## config.mk

```make
export PLATFORM = sky130hd
export DESIGN_NAME = chanq_port
export DESIGN_NICKNAME = d
export VERILOG_FILES = /design/src/rtl/chanq_pkg.sv /design/src/rtl/chanq_fifo.sv /design/src/rtl/chanq_decode.sv /design/src/rtl/chanq_port.sv
export SDC_FILE = /design/constraint.sdc
export NUM_CORES = 1
export LEC_CHECK = 0
export ABC_CLOCK_PERIOD_IN_PS = 9400
export BUFFER_PORTS_ARGS = -buffer_cell sky130_fd_sc_hd__buf_2
export CAP_MARGIN = 20
export CORE_MARGIN = 1
export CORE_UTILIZATION = 52
export CTS_CLUSTER_DIAMETER = 100
export CTS_CLUSTER_SIZE = 12
export DETAILED_ROUTE_END_ITERATION = 7
export PLACE_DENSITY = 0.79
export SYNTH_ARGS = -nofsm -noshare
export SYNTH_HDL_FRONTEND = slang
export SYNTH_SLANG_ARGS = --single-unit
```

## constraint.sdc

```tcl
create_clock -name clk -period 9.4 [get_ports clk]
set_clock_uncertainty 0.15 [all_clocks]
set_input_delay 1.88 -clock clk [delete_from_list [all_inputs] [get_ports clk]]
set_output_delay 1.88 -clock clk [all_outputs]
set_load 0.01 [all_outputs]
```

## src/rtl/chanq_pkg.sv

```systemverilog
package chanq_pkg;
  localparam int CHQ_DW = 32;

  typedef enum logic [1:0] {
    SEL_DATA = 2'd0,
    SEL_STAT = 2'd1,
    SEL_RDBK = 2'd2,
    SEL_RSVD = 2'd3
  } sel_e;

  // Status word layout: flags in the low nibble, counts in two bytes above.
  function automatic logic [CHQ_DW-1:0] pack_status(
    input logic       in_e,
    input logic       in_f,
    input logic       out_e,
    input logic       out_f,
    input logic [7:0] in_c,
    input logic [7:0] out_c
  );
    return {8'd0, out_c, in_c, 4'd0, out_f, out_e, in_f, in_e};
  endfunction
endpackage

```

## src/rtl/chanq_fifo.sv

```systemverilog
module chanq_fifo #(
  parameter int W     = 32,
  parameter int DEPTH = 16
) (
  input  logic                       clk,
  input  logic                       rst_n,
  input  logic                       push,
  input  logic [W-1:0]               din,
  input  logic                       pop,
  output logic [W-1:0]               dout,
  output logic [$clog2(DEPTH+1)-1:0] count,
  output logic                       empty,
  output logic                       full
);
  localparam int AW = (DEPTH > 1) ? $clog2(DEPTH) : 1;
  localparam int CW = $clog2(DEPTH+1);

  logic [W-1:0]  mem [DEPTH];
  logic [AW-1:0] rd_ptr, wr_ptr;
  logic          do_push, do_pop;

  function automatic logic [AW-1:0] step(input logic [AW-1:0] p);
    return (p == AW'(DEPTH-1)) ? '0 : p + AW'(1);
  endfunction

  assign empty   = (count == '0);
  assign full    = (count == CW'(DEPTH));
  assign do_push = push && !full;
  assign do_pop  = pop && !empty;
  assign dout    = mem[rd_ptr];

  always_ff @(posedge clk) begin
    if (!rst_n) begin
      rd_ptr <= '0;
      wr_ptr <= '0;
      count  <= '0;
    end else begin
      if (do_push) wr_ptr <= step(wr_ptr);
      if (do_pop)  rd_ptr <= step(rd_ptr);
      case ({do_push, do_pop})
        2'b10:   count <= count + CW'(1);
        2'b01:   count <= count - CW'(1);
        default: count <= count;
      endcase
    end
  end

  always_ff @(posedge clk) begin
    if (do_push) mem[wr_ptr] <= din;
  end
endmodule

```

## src/rtl/chanq_decode.sv

```systemverilog
module chanq_decode
  import chanq_pkg::*;
(
  input  logic       req,
  input  logic       we,
  input  logic [1:0] sel,
  input  logic       nb,
  input  logic       sup,
  input  logic       in_empty,
  input  logic       out_full,
  input  logic       irq_pend,
  output logic       ack,
  output logic       err,
  output logic       rd_go,
  output logic       wr_go,
  output logic       rb_go,
  output logic       rb_sel
);
  sel_e s;
  logic illegal, stall;

  assign s       = sel_e'(sel);
  assign illegal = req && ((s == SEL_STAT && we) ||
                           (s == SEL_RDBK && (we || !sup)) ||
                           (s == SEL_RSVD));
  assign stall   = req && !illegal && (s == SEL_DATA) && !nb &&
                   (we ? out_full : in_empty);
  assign ack     = req && !illegal && !stall;
  assign err     = illegal || (stall && irq_pend);
  assign rd_go   = ack && !we && (s == SEL_DATA);
  assign wr_go   = ack && we && (s == SEL_DATA);
  assign rb_go   = ack && (s == SEL_RDBK);
  assign rb_sel  = req && !illegal && (s == SEL_RDBK);
endmodule

```

## src/rtl/chanq_port.sv

```systemverilog
module chanq_port
  import chanq_pkg::*;
#(
  parameter int DEPTH = 16   // at most 255 so counts fit the status bytes
) (
  input  logic              clk,
  input  logic              rst_n,
  input  logic              bus_req,
  input  logic              bus_we,
  input  logic [1:0]        bus_addr,
  input  logic              bus_nb,
  input  logic              bus_sup,
  input  logic [CHQ_DW-1:0] bus_wdata,
  output logic [CHQ_DW-1:0] bus_rdata,
  output logic              bus_ack,
  output logic              bus_err,
  input  logic              irq_pend,
  output logic [CHQ_DW-1:0] tx_data,
  output logic              tx_valid,
  input  logic              tx_ready,
  input  logic [CHQ_DW-1:0] rx_data,
  input  logic              rx_valid,
  output logic              rx_ready
);
  localparam int CW = $clog2(DEPTH+1);

  logic [CHQ_DW-1:0] in_head, out_head;
  logic [CW-1:0]     in_cnt, out_cnt;
  logic [7:0]        in_cnt8, out_cnt8;
  logic              in_empty, in_full, out_empty, out_full;
  logic              rd_go, wr_go, rb_go, rb_sel;
  // Named internal events, also watched by the checker.
  logic              in_push, in_pop, out_push, out_pop, rb_pop, tx_fire;

  chanq_decode u_dec (
    .req(bus_req), .we(bus_we), .sel(bus_addr), .nb(bus_nb), .sup(bus_sup),
    .in_empty(in_empty), .out_full(out_full), .irq_pend(irq_pend),
    .ack(bus_ack), .err(bus_err), .rd_go(rd_go), .wr_go(wr_go),
    .rb_go(rb_go), .rb_sel(rb_sel)
  );

  assign rx_ready = !in_full;
  assign in_push  = rx_valid && !in_full;
  assign in_pop   = rd_go && !in_empty;
  assign out_push = wr_go && !out_full;
  assign rb_pop   = rb_go && !out_empty;
  assign tx_valid = !out_empty && !rb_sel;
  assign tx_fire  = tx_valid && tx_ready;
  assign out_pop  = rb_pop || tx_fire;
  assign tx_data  = out_head;
  assign in_cnt8  = 8'(in_cnt);
  assign out_cnt8 = 8'(out_cnt);

  chanq_fifo #(.W(CHQ_DW), .DEPTH(DEPTH)) u_inq (
    .clk(clk), .rst_n(rst_n), .push(in_push), .din(rx_data), .pop(in_pop),
    .dout(in_head), .count(in_cnt), .empty(in_empty), .full(in_full)
  );

  chanq_fifo #(.W(CHQ_DW), .DEPTH(DEPTH)) u_outq (
    .clk(clk), .rst_n(rst_n), .push(out_push), .din(bus_wdata), .pop(out_pop),
    .dout(out_head), .count(out_cnt), .empty(out_empty), .full(out_full)
  );

  always_comb begin
    case (sel_e'(bus_addr))
      SEL_DATA: bus_rdata = in_empty ? '0 : in_head;
      SEL_STAT: bus_rdata = pack_status(in_empty, in_full, out_empty, out_full,
                                        in_cnt8, out_cnt8);
      SEL_RDBK: bus_rdata = out_empty ? '0 : out_head;
      default:  bus_rdata = '0;
    endcase
  end
endmodule

```

==> impl_table.tex <==
\begin{tabular}{lr}
\hline
Metric & Value \\
\hline
\multicolumn{2}{l}{\textbf{Critical path}} \\
\quad Critical Path Slowest Stage Cell & sky130\_fd\_sc\_hd\_\_dfxtp\_4 \\
\quad Delay of the slowest cell on the worst path & 0.89 ns \\
\quad Cell repeated most along the worst path & sky130\_fd\_sc\_hd\_\_mux4\_2 \\
\quad Worst Setup End Kind & output port \\
\quad Critical path peak fanout & 45 \\
\quad Endpoint required time on the critical path & 7.37 ns \\
\quad Critical path start-end classification & flop to output port \\
\quad Startpoint class of the critical path & flop \\
\quad Data arrival time of the worst path & 4.02 ns \\
\quad Sequence of cells on the critical path & buf\_4 > mux4\_2 > mux4\_2 > a22oi\_1 > nand2\_1 > buf\_2 \\
\multicolumn{2}{l}{\textbf{Synthesis}} \\
\quad Proportion of synthesized flip-flops having asynchronous set or reset & 0 \\
\quad Count of warnings emitted by yosys & 0 \\
\quad Post-synth design cell area & 40900 um2 \\
\quad Number of nets produced by synthesis & 1889 \\
\quad Leading post-synthesis cells by cell area & sky130\_fd\_sc\_hd\_\_edfxtp\_1, sky130\_fd\_sc\_hd\_\_mux4\_2, sky130\_fd\_sc\_hd\_\_dfxtp\_1, sky130\_fd\_sc\_hd\_\_ha\_1, sky130\_fd\_sc\_hd\_\_a22oi\_1 \\
\quad Average cell area after synthesis & 22.8 um2 \\
\quad Area share of the largest cell type after synthesis & 0.752 \\
\quad Distinct cell type count after synthesis & 57 \\
\quad Share of synthesized area occupied by flip-flops and latches & 0.769 \\
\quad Total of flip-flops plus latches after synthesis & 1058 \\
\quad Number of enable-type register cells in the synthesized netlist & 1024 \\
\quad Biggest area consumer among synthesized cells & sky130\_fd\_sc\_hd\_\_edfxtp\_1 \\
\quad Synth top cells by count & sky130\_fd\_sc\_hd\_\_edfxtp\_1, sky130\_fd\_sc\_hd\_\_mux4\_2, sky130\_fd\_sc\_hd\_\_nand2\_1 \\
\quad Synthesized instance count & 1795 \\
\quad Library cell with the highest instance count after synthesis & sky130\_fd\_sc\_hd\_\_edfxtp\_1 \\
\quad Most used flip-flop cell after synthesis & sky130\_fd\_sc\_hd\_\_edfxtp\_1 \\
\multicolumn{2}{l}{\textbf{Timing}} \\
\quad Minimum clock period & 6.05 ns \\
\quad Slew @ Worst Pin & 1.18 ns \\
\quad Final Worst Setup Slack & 3.35 ns \\
\quad Post-Route Setup TNS & 0 ns \\
\quad Setup repair after global routing missed its margin & no \\
\quad Final worst-path cycle share & 0.644 \\
\quad Max-slew headroom & 0.216 \\
\quad Max-slew violation total from the final report & 0 \\
\quad Final Hold Fails & 0 \\
\quad Number of setup violations in the final report & 0 \\
\quad Fmax & 165 MHz \\
\quad Hold Worst Slack & 0.391 ns \\
\multicolumn{2}{l}{\textbf{Global route}} \\
\quad Global-route wire length before repair & 139000 um \\
\quad Busiest layer in global routing & met2 \\
\quad Vias in the first global route & 20482 \\
\quad Fraction of met3 tracks used by global routing & 0.0497 \\
\quad Met2 usage & 0.421 \\
\quad Maximum number of pins on one net before global-route repair & 90 \\
\quad Antenna violations before repair & 17 \\
\quad GRT Util Overall & 0.246 \\
\quad Total overflow reported by the global router & 0 \\
\quad Met1 Usage GRT & 0.313 \\
\multicolumn{2}{l}{\textbf{Power and ir drop}} \\
\quad Switching power & 2.12 mW \\
\quad Power density relative to cell area & 211 nW/um2 \\
\quad Internal power summed over all cells & 7.54 mW \\
\quad Combinational cell fraction of total power & 0.086 \\
\quad Maximum VDD drop & 0.149 mV \\
\quad Clock network power share & 0.368 \\
\quad Leakage power figure & 14.1 nW \\
\quad Fraction of power spent switching nets & 0.220 \\
\quad Fraction of power consumed by sequential logic & 0.545 \\
\multicolumn{2}{l}{\textbf{Floorplan}} \\
\quad Placeable core area & 77600 um2 \\
\quad Boundary pin count & 143 \\
\quad Horizontal extent of the die & 282 um \\
\quad Vertical die dimension & 282 um \\
\quad Die outline area & 79800 um2 \\
\quad Starting density of the core & 0.527 \\
\quad Site Rows & 102 \\
\multicolumn{2}{l}{\textbf{Clock tree}} \\
\quad H-Tree Depth & 3 \\
\quad Root buffer selected by CTS & sky130\_fd\_sc\_hd\_\_clkbuf\_16 \\
\quad Longest Clk Path Bufs & 3 \\
\quad Setup repair bufs after CTS & 0 \\
\quad Clock slew seen by the registers of the worst setup and hold paths & 0.06 ns \\
\quad Source-to-sink clock delay at the later pin of the worst-skew pair & 0.65 ns \\
\quad Number of buffers inserted for hold repair after clock tree synthesis & 0 \\
\quad Post-cts sizing count & 0 \\
\quad TritonCTS clock tree & yes \\
\quad Num Clock Sinks & 1058 \\
\quad Clock buffer count from CTS & 98 \\
\multicolumn{2}{l}{\textbf{Placed design}} \\
\quad DP Area & 42900 um2 \\
\quad Placer congestion estimate & 0.823 \\
\quad Total instance count after detailed placement & 2923 \\
\quad Pre-CTS setup slack & 3.68 ns \\
\quad Placed wire-length estimate after detailed placement & 50100 um \\
\quad Port buffer count & 142 \\
\multicolumn{2}{l}{\textbf{Finish}} \\
\quad Non-filler cells, final & 3069 \\
\quad Combined area of the multi-input logic cells & 9070 um2 \\
\quad Design Area, Final & 45700 um2 \\
\quad Fill cell count & 5269 \\
\quad Syn-to-layout area delta & 11.8\% \\
\quad Fraction of final layout cells with drive strength greater than 1 & 0.319 \\
\quad Net total in the final layout & 2081 \\
\quad Area taken by flip-flops and latches & 31400 um2 \\
\multicolumn{2}{l}{\textbf{Worst hold path}} \\
\quad Worst min-delay path category & flop to flop \\
\multicolumn{2}{l}{\textbf{Drt}} \\
\quad Vias after detailed routing & 19922 \\
\quad DRC violation count after routing & 0 \\
\quad Routed len/inst & 31.6 um \\
\quad Total Wirelength & 96900 um \\
\quad Number of iterations in the first detailed-routing pass & 5 \\
\quad DR iter-0 viols & 2041 \\
\quad Per-cell via count in the routed design & 6.49 \\
\quad Detail Route Antenna Nets & 0 \\
\multicolumn{2}{l}{\textbf{Run status}} \\
\quad Outcome & finished, final reports clean \\
\multicolumn{2}{l}{\textbf{Run}} \\
\quad Number of violations of the max-capacitance limit & 0 \\
\hline
\end{tabular}
-- area by class of cell --
| cell class | count | share of cell area |
|---|---|---|
| clock buffer | 131 | 0.0578 |
| sequential | 1058 | 0.688 |
| antenna | 6 | 0.000328 |
| inverter | 17 | 0.00140 |
| timing repair buffer | 186 | 0.0240 |
| clock inverter | 5 | 0.00159 |
| multi-input combinational | 626 | 0.198 |
| tap | 1040 | 0.0285 |
-- registers in the layout, indices dropped and copies added, names as in the netlist, named ones only --
register and cells:
u_inq.mem 512, u_outq.mem 512, u_inq.count 5, u_outq.count 5, u_inq.rd_ptr 4, u_inq.wr_ptr 4, u_outq.rd_ptr 4, u_outq.wr_ptr 4
-- through the flow --
stage               power [mW]  utilization
finish                    9.66        0.589
global route              9.93        0.589
CTS                       9.71        0.588
detailed placement        6.20        0.553
global placement          6.18        0.553
floorplan                 5.93            -
-- power by group through the flow --
stage	clock, mW	combinational (mW)	sequential (mW)
floorplan	0	0.614	5.32
global placement	0	0.807	5.37
detailed placement	0	0.830	5.37
CTS	3.59	0.841	5.27
global route	3.76	0.888	5.28
finish	3.56	0.834	5.27
-- cell families after synthesis --
logic type	count (synthesis)	share of synthesized area
compound gates	126	0.0220
xor+xnor	10	0.00214
fa+ha+maj	19	0.00600
buf+inv	111	0.0132
flops	1058	0.769
mux	316	0.169
simple gates	155	0.0189
-- cell usage in the layout (no fill, tap or decap), types with 4 or more instances in the layout --
cell type and count:
sky130_fd_sc_hd__a211oi_1 6, sky130_fd_sc_hd__a21boi_1 4, sky130_fd_sc_hd__a21o_1 5, sky130_fd_sc_hd__a21oi_1 26
sky130_fd_sc_hd__a221oi_1 4, sky130_fd_sc_hd__a22o_1 18, sky130_fd_sc_hd__a22oi_1 26, sky130_fd_sc_hd__a31oi_1 4
sky130_fd_sc_hd__and2_1 5, sky130_fd_sc_hd__and2_2 8, sky130_fd_sc_hd__and3_1 5, sky130_fd_sc_hd__and3_2 8
sky130_fd_sc_hd__buf_2 142, sky130_fd_sc_hd__buf_4 40, sky130_fd_sc_hd__clkbuf_1 30, sky130_fd_sc_hd__clkbuf_16 101
sky130_fd_sc_hd__dfxtp_1 27, sky130_fd_sc_hd__dfxtp_4 4, sky130_fd_sc_hd__diode_2 6, sky130_fd_sc_hd__edfxtp_1 1024
sky130_fd_sc_hd__ha_1 18, sky130_fd_sc_hd__inv_1 11, sky130_fd_sc_hd__inv_2 5, sky130_fd_sc_hd__mux2i_1 15
sky130_fd_sc_hd__mux4_2 300, sky130_fd_sc_hd__nand2_1 42, sky130_fd_sc_hd__nand3_1 10, sky130_fd_sc_hd__nor2_1 28
sky130_fd_sc_hd__nor2_4 13, sky130_fd_sc_hd__nor2b_1 10, sky130_fd_sc_hd__nor3_1 4, sky130_fd_sc_hd__nor3_2 5
sky130_fd_sc_hd__o21ai_0 6, sky130_fd_sc_hd__o21ai_1 6, sky130_fd_sc_hd__xor2_1 7
-- path summary, 6_finish.rpt --
check / startpoint / end / slack (ns) / depth (start not counted)
worst min register to register: u_inq.rd_ptr[3] / flop / 0.39 / 2
worst max register to register: u_inq.count[0] / u_inq.count[4] / 5.86 / 10
worst max-delay path: flop / bus_rdata[11] / 3.35 / 6
worst min-delay path: u_inq.rd_ptr[3] / flop / 0.39 / 2
-- routing by layer --
metal  part of all wire  vias up
li1                   -     7980
met1               0.36    10563
met2               0.51     1158
met3              0.090      201
met4              0.030       20
met5             0.0015        -
-- worst max-delay path: cells and delay by family, from the launching register on --
family | cells | cell delay [ns]
AOI/OAI and AO/OA | 1 | 0.19
and+or+nand+nor | 1 | 0.09
DFF | 1 | 0.89
muxes | 2 | 1.18
buffers and inverters | 2 | 0.94
Power figures use the tool's default switching activity.
